File: src/rtl/xfa_pkg.sv
package xfa_pkg;
  typedef enum logic [1:0] {ACC_FETCH = 2'd0, ACC_LOAD = 2'd1, ACC_STORE = 2'd2, ACC_RSVD = 2'd3} acc_e;
  typedef enum logic [1:0] {ST_OK = 2'd0, ST_FAIL = 2'd1, ST_PROT = 2'd2, ST_UNUSED = 2'd3} xst_e;

  localparam logic [1:0] PRIV_U = 2'd0;
  localparam logic [1:0] PRIV_S = 2'd1;
  localparam logic [1:0] PRIV_M = 2'd3;

  localparam int CAUSE_W = 5;

  localparam logic [CAUSE_W-1:0] C_FETCH_ACC = 5'd1;
  localparam logic [CAUSE_W-1:0] C_LOAD_ACC  = 5'd5;
  localparam logic [CAUSE_W-1:0] C_STORE_ACC = 5'd7;
  localparam logic [CAUSE_W-1:0] C_FETCH_PG  = 5'd12;
  localparam logic [CAUSE_W-1:0] C_LOAD_PG   = 5'd13;
  localparam logic [CAUSE_W-1:0] C_STORE_PG  = 5'd15;

  // Cause selection for a fault of a given access kind.
  function automatic logic [CAUSE_W-1:0] cause_code(input logic [1:0] kind, input logic use_page);
    logic [CAUSE_W-1:0] c;
    unique case (kind)
      2'(ACC_FETCH): c = use_page ? C_FETCH_PG : C_FETCH_ACC;
      2'(ACC_STORE): c = use_page ? C_STORE_PG : C_STORE_ACC;
      default:       c = use_page ? C_LOAD_PG  : C_LOAD_ACC;
    endcase
    return c;
  endfunction

  // Permission mask {X,W,R} needed by an access kind.
  function automatic logic [2:0] perm_of(input logic [1:0] kind);
    logic [2:0] p;
    unique case (kind)
      2'(ACC_FETCH): p = 3'b100;
      2'(ACC_STORE): p = 3'b010;
      default:       p = 3'b001;
    endcase
    return p;
  endfunction
endpackage

File: src/rtl/xfa_priv_sel.sv
module xfa_priv_sel
  import xfa_pkg::*;
(
  input  logic [1:0] acc_type,
  input  logic [1:0] cur_priv,
  input  logic       mprv,
  input  logic [1:0] mpp,
  output logic [1:0] eff_priv,
  output logic [2:0] req_perm
);
  logic is_fetch;
  logic borrow;

  assign is_fetch = (acc_type == 2'(ACC_FETCH));
  assign borrow   = (cur_priv == PRIV_M) && mprv && !is_fetch;

  always_comb begin
    eff_priv = borrow ? mpp : cur_priv;
    req_perm = perm_of(acc_type);
  end
endmodule

File: src/rtl/xfa_walk_track.sv
module xfa_walk_track #(
  parameter bit PMP_EN = 1'b1
) (
  input  logic clk,
  input  logic rst_n,
  input  logic pte_rd_valid,
  input  logic pte_rd_pmp_ok,
  input  logic acc_valid,
  output logic pte_fail_seen
);
  if (PMP_EN) begin : g_track
    logic sticky_q;
    logic fail_now;

    assign fail_now      = pte_rd_valid && !pte_rd_pmp_ok;
    assign pte_fail_seen = sticky_q || fail_now;

    always_ff @(posedge clk) begin
      if (!rst_n)         sticky_q <= 1'b0;
      else if (acc_valid) sticky_q <= 1'b0;
      else                sticky_q <= pte_fail_seen;
    end
  end else begin : g_off
    logic unused_in;
    assign unused_in     = ^{clk, rst_n, pte_rd_valid, pte_rd_pmp_ok, acc_valid};
    assign pte_fail_seen = 1'b0;
  end
endmodule

File: src/rtl/xfa_outcome.sv
module xfa_outcome
  import xfa_pkg::*;
(
  input  logic [1:0]         acc_type,
  input  logic               prot_fail,
  input  logic               xlat_ok,
  input  logic               spec_ge_110,
  input  logic               satp_bare,
  output logic               grant,
  output logic               page_fault,
  output logic               access_fault,
  output logic [CAUSE_W-1:0] cause
);
  logic paged;

  assign paged = spec_ge_110 && !satp_bare && !prot_fail;

  always_comb begin
    grant        = xlat_ok && !prot_fail;
    page_fault   = !grant && paged;
    access_fault = !grant && !paged;
    cause        = grant ? '0 : cause_code(acc_type, paged);
  end
endmodule

File: src/rtl/xlat_fault_arbiter.sv
module xlat_fault_arbiter
  import xfa_pkg::*;
#(
  parameter int VA_W   = 39,
  parameter bit PMP_EN = 1'b1
) (
  input  logic               clk,
  input  logic               rst_n,
  input  logic               acc_valid,
  input  logic [1:0]         acc_type,
  input  logic [VA_W-1:0]    acc_vaddr,
  input  logic [1:0]         cur_priv,
  input  logic               mprv,
  input  logic [1:0]         mpp,
  input  logic               spec_ge_110,
  input  logic               satp_bare,
  input  logic [1:0]         xlat_status,
  input  logic               final_pmp_ok,
  input  logic               pte_rd_valid,
  input  logic               pte_rd_pmp_ok,
  output logic [1:0]         eff_priv,
  output logic [2:0]         req_perm,
  output logic               out_valid,
  output logic               grant,
  output logic               page_fault,
  output logic               access_fault,
  output logic               fault_valid,
  output logic [CAUSE_W-1:0] fault_cause,
  output logic [VA_W-1:0]    fault_tval
);
  // Named internal events, also used by the checker.
  logic               pte_fail_seen;
  logic               st_ok;
  logic               st_prot;
  logic               final_fail;
  logic               prot_fail;
  logic               xlat_ok;
  logic               nx_grant;
  logic               nx_pf;
  logic               nx_af;
  logic [CAUSE_W-1:0] nx_cause;

  xfa_priv_sel u_priv (
    .acc_type (acc_type),
    .cur_priv (cur_priv),
    .mprv     (mprv),
    .mpp      (mpp),
    .eff_priv (eff_priv),
    .req_perm (req_perm)
  );

  xfa_walk_track #(.PMP_EN(PMP_EN)) u_walk (
    .clk           (clk),
    .rst_n         (rst_n),
    .pte_rd_valid  (pte_rd_valid),
    .pte_rd_pmp_ok (pte_rd_pmp_ok),
    .acc_valid     (acc_valid),
    .pte_fail_seen (pte_fail_seen)
  );

  assign st_ok      = (xlat_status == 2'(ST_OK));
  assign st_prot    = (xlat_status == 2'(ST_PROT));
  // The final-address verdict only counts after a good translation.
  assign final_fail = PMP_EN && st_ok && !final_pmp_ok;
  assign prot_fail  = pte_fail_seen || st_prot || final_fail;
  assign xlat_ok    = st_ok;

  xfa_outcome u_out (
    .acc_type     (acc_type),
    .prot_fail    (prot_fail),
    .xlat_ok      (xlat_ok),
    .spec_ge_110  (spec_ge_110),
    .satp_bare    (satp_bare),
    .grant        (nx_grant),
    .page_fault   (nx_pf),
    .access_fault (nx_af),
    .cause        (nx_cause)
  );

  always_ff @(posedge clk) begin
    if (!rst_n || !acc_valid) begin
      out_valid    <= 1'b0;
      grant        <= 1'b0;
      page_fault   <= 1'b0;
      access_fault <= 1'b0;
      fault_valid  <= 1'b0;
      fault_cause  <= '0;
      fault_tval   <= '0;
    end else begin
      out_valid    <= 1'b1;
      grant        <= nx_grant;
      page_fault   <= nx_pf;
      access_fault <= nx_af;
      fault_valid  <= !nx_grant;
      fault_cause  <= nx_cause;
      fault_tval   <= nx_grant ? '0 : acc_vaddr;
    end
  end
endmodule

File: config.mk
export PLATFORM = sky130hd
export DESIGN_NAME = xlat_fault_arbiter
export DESIGN_NICKNAME = d
export VERILOG_FILES = /design/src/rtl/xfa_pkg.sv /design/src/rtl/xfa_priv_sel.sv /design/src/rtl/xfa_walk_track.sv /design/src/rtl/xfa_outcome.sv /design/src/rtl/xlat_fault_arbiter.sv
export SDC_FILE = /design/constraint.sdc
export NUM_CORES = 1
export LEC_CHECK = 0
export BUFFER_PORTS_ARGS = -buffer_cell sky130_fd_sc_hd__buf_2
export CAP_MARGIN = 0
export CORE_MARGIN = 3
export CORE_UTILIZATION = 36
export DETAILED_ROUTE_END_ITERATION = 12
export PLACE_DENSITY = 0.77
export SLEW_MARGIN = 20
export SYNTH_ARGS = -nofsm -noshare
export SYNTH_HDL_FRONTEND = slang
export SYNTH_SLANG_ARGS = --single-unit
File: constraint.sdc
create_clock -name clk -period 1.3 [get_ports clk]
set_input_delay 0.195 -clock clk [delete_from_list [all_inputs] [get_ports clk]]
set_output_delay 0.195 -clock clk [all_outputs]
set_load 0.05 [all_outputs]
==> metrics, run 1 <==
die area=5070 sq um; Syn Inst Count=121; DR WL/cell=10.7 microns; layout cells sized above 1=66.7%; worst r2r src=u_walk.g_track.sticky_q; ANT cells=0; register area=981 sq um; row count=23; Switching Share=roughly a quarter; final WL=about 3000 microns; CP Launch Point=xlat_status[1]; Remaining DRCs=0; commonest non-fill, non-tap cell in the layout=buf_2; post-DR vias/cell=between 4 and 5; clk sinks=49; synth unique cells=24; gpl congestion=0.760; Synth warnings=0; max-cap viol count=0; CTS H-tree lvls=2; Syn-to-layout area delta=45.4%; CP endpoint kind=flip-flop; gr usage total=between 10% and 20%; worst vdd ir=734 uV; internal power=2.36 mW; TritonCTS Buffers=5; post-synthesis register bit count=49; CP required=1.50 ns; clock slew at reported path FFs=0.09 ns; fmax=808 MHz; Worst Path Arrival=1.44 ns; number of port buffers=108; Multi-input gate area=roughly 490 sq um; clock power share=34.6%; Tmin final=about 1.2 ns; post-cts sizing count=0; Final period util=95.3%; vias in the first global route=1078; antenna violations before repair=0; IO Pins=110; Syn Area/Cell=12.6 sq um; Post-CTS Repair Setup Buffers=0; Flop pwr share=49.0%; commonest non-fill, non-tap cells in the layout=buf_2 (108), dfxtp_1 (49), and2_4 (31), and2_1 (8), clkbuf_8 (6); Final Hold Viols=0; Post-CTS Hold Buffers=0; Hold Crit Depth=2; first-pass GRT wire length=about 4500 microns; register area share after synthesis=64.1%; # fillers=359; clock skew=0.00708 ns; HP Class=input port to flip-flop; width of the die=71.2 microns; core area=4060 sq um; 1st-iter DRT viols=27; RSZ-0062 raised after global routing=false; power per cell area=1440 nW/um^2; syn nets=177; Clk Latency, worst-skew pair=0.30 ns; vias=1171; final setup fails=0; Worst Hold Margin=0.0973 ns; Cell Area, Synth=approximately 1500 sq um; R2R depth=3; largest net degree at the start of global routing=43; startpoint types=input port; switching power=0.846 mW; CP max FO=42; Hold Startpoint=acc_valid; kind of critical path=input port to flip-flop; ANT nets after route=0; final instance area=2220 sq um; grt total ovfl=0; Starting Density=37.7%; leak pwr=1.20 nW; Slew Limit Fails=0; 1st-pass router iterations=2; Layout Nets=roughly 290; clk root buf=clkbuf_8; combinational power share=16.4%; outcome=complete, no violations; Clock Tree Buf Depth=2; TritonCTS clock tree=yes; DP Area=approximately 2100 sq um; die height=between 70 and 80 microns
==> final timing paths <==
kind | slack [ns] | endpoint
setup / recovery | 0.06 | fault_tval[3]
hold / removal | 0.1 | u_walk.g_track.sticky_q
setup reg to reg | 0.08 | fault_cause[2]
hold reg to reg | 0.57 | page_fault
==> power groups by stage <==
stage                     Clock (mW)  Sequential [mW]  Combinational, mW
after global routing            1.20             1.58              0.557
after detailed placement           0             1.61              0.532
after CTS                       1.14             1.58              0.532
after floorplan                    0             1.83              0.161
after global placement             0             1.61              0.528
final                           1.11             1.57              0.527
==> metrics by stage <==
stage               power, mW  util [%]  std cells  setup TNS (ns)  setup slack [ns]
floorplan                1.99         -        121          -0.429           -0.0202
global placement         2.14      51.9        276           -8.64            -0.252
detailed placement       2.14      51.9        276           -9.60            -0.275
CTS                      3.24      54.8        284               0            0.0509
global route             3.34      54.8        284               0            0.0202
finish                   3.21      54.8        284               0            0.0617
==> area by class of cell <==
cell class              count  share of cell area (%)
repair buffers            111                    25.3
clock inverters             2                    1.69
multi-input cells          64                    22.0
clock buffers               6                    3.71
well taps                  50                    2.81
inverters                   2                   0.337
flip-flops and latches     49                    44.1
==> kinds of logic after synthesis <==
group / after synthesis / synth area share (%)
simple gates: 57 / 27.9
flops: 49 / 64.1
buf+inv: 8 / 4.17
other cells: 1 / 0.245
compound gates: 6 / 3.60
==> registers in the layout (all words and copies together), names as in the netlist <==
signal,cells
fault_tval,39
fault_cause,4
access_fault,1
fault_valid,1
grant,1
out_valid,1
page_fault,1
u_walk.g_track.sticky_q,1
==> synthesized netlist by cell type <==
cell type	count	share of area, %
buf_6	4	2.9
nor2b_1	2	0.82
inv_1	2	0.49
dfxtp_1	49	64
o31a_1	1	0.57
and2_1	8	3.3
nand3b_1	1	0.49
buf_4	1	0.49
nand2_1	2	0.49
and2_4	31	18
a21o_1	1	0.49
nor3_1	1	0.33
o311a_4	1	1.4
conb_1	1	0.25
o21ai_0	1	0.33
and2_2	1	0.49
nor4_1	2	0.82
clkbuf_1	1	0.25
nor3b_1	2	0.98
a21boi_0	1	0.49
a21oi_1	1	0.33
or3b_4	1	0.74
or3_2	1	0.49
nor2_1	5	1.2
==> worst max-delay path, stage by stage <==
cell     delay (ns)
buf_2          0.10
or3b_4         0.40
o311a_4        0.48
and2_2         0.25
==> routing by layer <==
layer	up-vias	GRT usage [%]	wire (microns)	part of all wire, %
li1	600	-	-	-
met1	506	12.0	1140	38
met2	61	18.8	1480	49
met3	4	6.11	365	12
met4	0	6.05	42	1.4
met5	-	0	0	0
No activity file was read; power rests on OpenSTA's default activity.
==> run 2: changes to the inputs <==
--- a/constraint.sdc
+++ b/constraint.sdc
@@ -3,2 +3,2 @@
 set_output_delay 0.195 -clock clk [all_outputs]
-set_load 0.05 [all_outputs]
+set_load 0.02 [all_outputs]
==> run 2 against run 1 <==
First-iteration DRC count increased by 19%. Routed wire length is 3.7% higher. Utilization fell by 0.31 points. Fmax increased by 0.31%. Global-route usage is 0.63 points higher. Sequential share of layout area grew 0.25 points. Clock-buffer cell count fell by 1. Clock skew is 0.0044 ns higher. Critical endpoint unchanged. Highest routed layer unchanged.
==> metrics, run 2 (synthesized netlist as in run 1, its figures left out) <==
width of the die=71.2 microns (unchanged); register area=981 sq um (unchanged); Clk Latency, worst-skew pair=0.29 ns (about the same); Post-CTS Repair Setup Buffers=0 (unchanged); largest net degree at the start of global routing=43 (unchanged); Clock Tree Buf Depth=2 (unchanged); 1st-pass router iterations=4 (+2); ANT nets after route=0 (unchanged); vias=1192 (+1.8%); DRT met1 WL=1100 microns (-3.7%); final setup fails=0 (unchanged); Pwr Total=3.00 mW (-6.7%); Post-CTS Hold Buffers=0 (unchanged); TritonCTS clock tree=yes; layout cells sized above 1=65.8% (-0.85 points); DP Area=2100 sq um (-0.24%); Final Hold Viols=0 (unchanged); max-cap viol count=0 (unchanged); Starting Density=37.7% (unchanged); critical path's slowest cell=o311a_4; power per cell area=1350 nW/um^2 (-6.1%); TritonCTS Buffers=5 (unchanged); final WL=3140 microns (+3.7%); HP Class=input port to flip-flop; first-pass GRT wire length=4810 microns (+5.9%); post-cts sizing count=0 (unchanged); CP max FO=42 (unchanged); Tmin final=1.23 ns (-0.00378 ns); IO Pins=110 (unchanged); gr usage total=12.2% (+0.63 points); post-DR vias/cell=4.20 (+1.8%); Core Util, Final=54.5% (-0.31 points); Top reg by flops=fault_tval; Multi-input gate area=485 sq um (-1.0%); clock slew at reported path FFs=0.09 ns (about the same); Layout Nets=289 (unchanged); fmax=810 MHz (+0.31%); vias in the first global route=1161 (+7.7%); DR WL met3=441 microns (+21%); commonest non-fill, non-tap cell in the layout=buf_2; DP Cell Count=276 (unchanged); antenna violations before repair=0 (unchanged); commonest non-fill, non-tap cells in the layout=buf_2 (108), dfxtp_1 (49), and2_4 (31), and2_1 (8); Worst path depth=4 (unchanged); final instance area=2210 sq um (-0.56%); clk sinks=49 (unchanged); row count=23 (unchanged); worst vdd ir=813 uV (+11%); die height=71.2 microns (unchanged); outcome=complete, no violations; Worst Path Arrival=1.43 ns (about the same); grt total ovfl=0 (unchanged); clk root buf=clkbuf_8; clock skew=0.0114 ns (+0.00437 ns); die area=5070 sq um (unchanged); family with the most delay on the worst path=simple AND/OR/NAND/NOR gates; top layer reached by signal wires=met4; CTS H-tree lvls=2 (unchanged); core area=4060 sq um (unchanged); fin cells=284 (unchanged); CP endpoint kind=flip-flop; kind of critical path=input port to flip-flop; number of port buffers=108 (unchanged); ANT cells=0 (unchanged); HPWL Detailed=2510 microns; R2R depth=2 (-1); Hold Crit Depth=2 (unchanged); gpl congestion=0.727 (-4.4%); RSZ-0062 raised after global routing=false; Fin Setup TNS=0 ns (unchanged); Syn-to-layout area delta=44.6%; CP cell instances=buf_2 > or3b_4 > o311a_4 > and2_2; 1st-iter DRT viols=32 (+19%); CP required=1.50 ns (about the same); DR WL/cell=11.1 microns (+3.7%); Buf/Inv on CP=1 (unchanged); top flop regs=fault_tval (39), fault_cause (4); Final period util=95.0% (-0.29 points); max reg flops=39 (unchanged); Remaining DRCs=0 (unchanged); startpoint types=input port; # fillers=355 (-1.1%); WL met2=1540 microns (+3.6%); Slew Limit Fails=0 (unchanged); leak pwr=1.20 nW (about the same); Worst path max stage delay=0.48 ns (about the same)
[run 2: cell count changes in the layout (fill, tap and decap cells not counted)]
cell / change
nor2_1: +2
clkinvlp_4: -1
nor2_2: -2
clkinv_2: +1
clkbuf_8: -1
inv_6: +1
[run 2: path summary, 6_finish.rpt]
check | startpoint | endpoint | slack (ns)
setup / recovery | xlat_status[1] | fault_tval[3] | 0.07
hold reg to reg | u_walk.g_track.sticky_q | page_fault | 0.57
setup reg to reg | u_walk.g_track.sticky_q | fault_tval[3] | 0.08
hold / removal | acc_valid | u_walk.g_track.sticky_q | 0.1
[run 2: routing by layer]
layer  vias up  global-route usage (%)
li1        597                       -
met1       521                    12.2
met2        68                    19.9
met3         6                    7.39
met4         0                    5.85
met5         -                       0
[run 2: where the power goes]
| part | total, mW | internal (mW) | switching (mW) |
|---|---|---|---|
| Combinational | 0.365 | 0.177 | 0.188 |
| Clock | 1.06 | 0.576 | 0.481 |
| Sequential | 1.58 | 1.56 | 0.0141 |
[run 2: metrics by stage]
stage               setup WS, ns  hold WS, ns
CTS                       0.0605       0.0872
detailed placement        -0.267        0.405
finish                    0.0655       0.0985
global route              0.0145       0.0888
global placement          -0.244        0.406
floorplan                -0.0202        0.271
[run 2: worst register-to-register path: stages, from the launching register on]
cell and delay (ns):
dfxtp_1 0.33, o311a_4 0.54, and2_2 0.26
[run 2: layout make-up]
cell class | count | share of cell area [%]
clock buffer | 5 | 3.11
clock inverter | 3 | 1.98
inverter | 2 | 0.339
multi-input combinational | 64 | 21.9
sequential | 49 | 44.3
tap | 50 | 2.83
timing repair buffer | 111 | 25.5
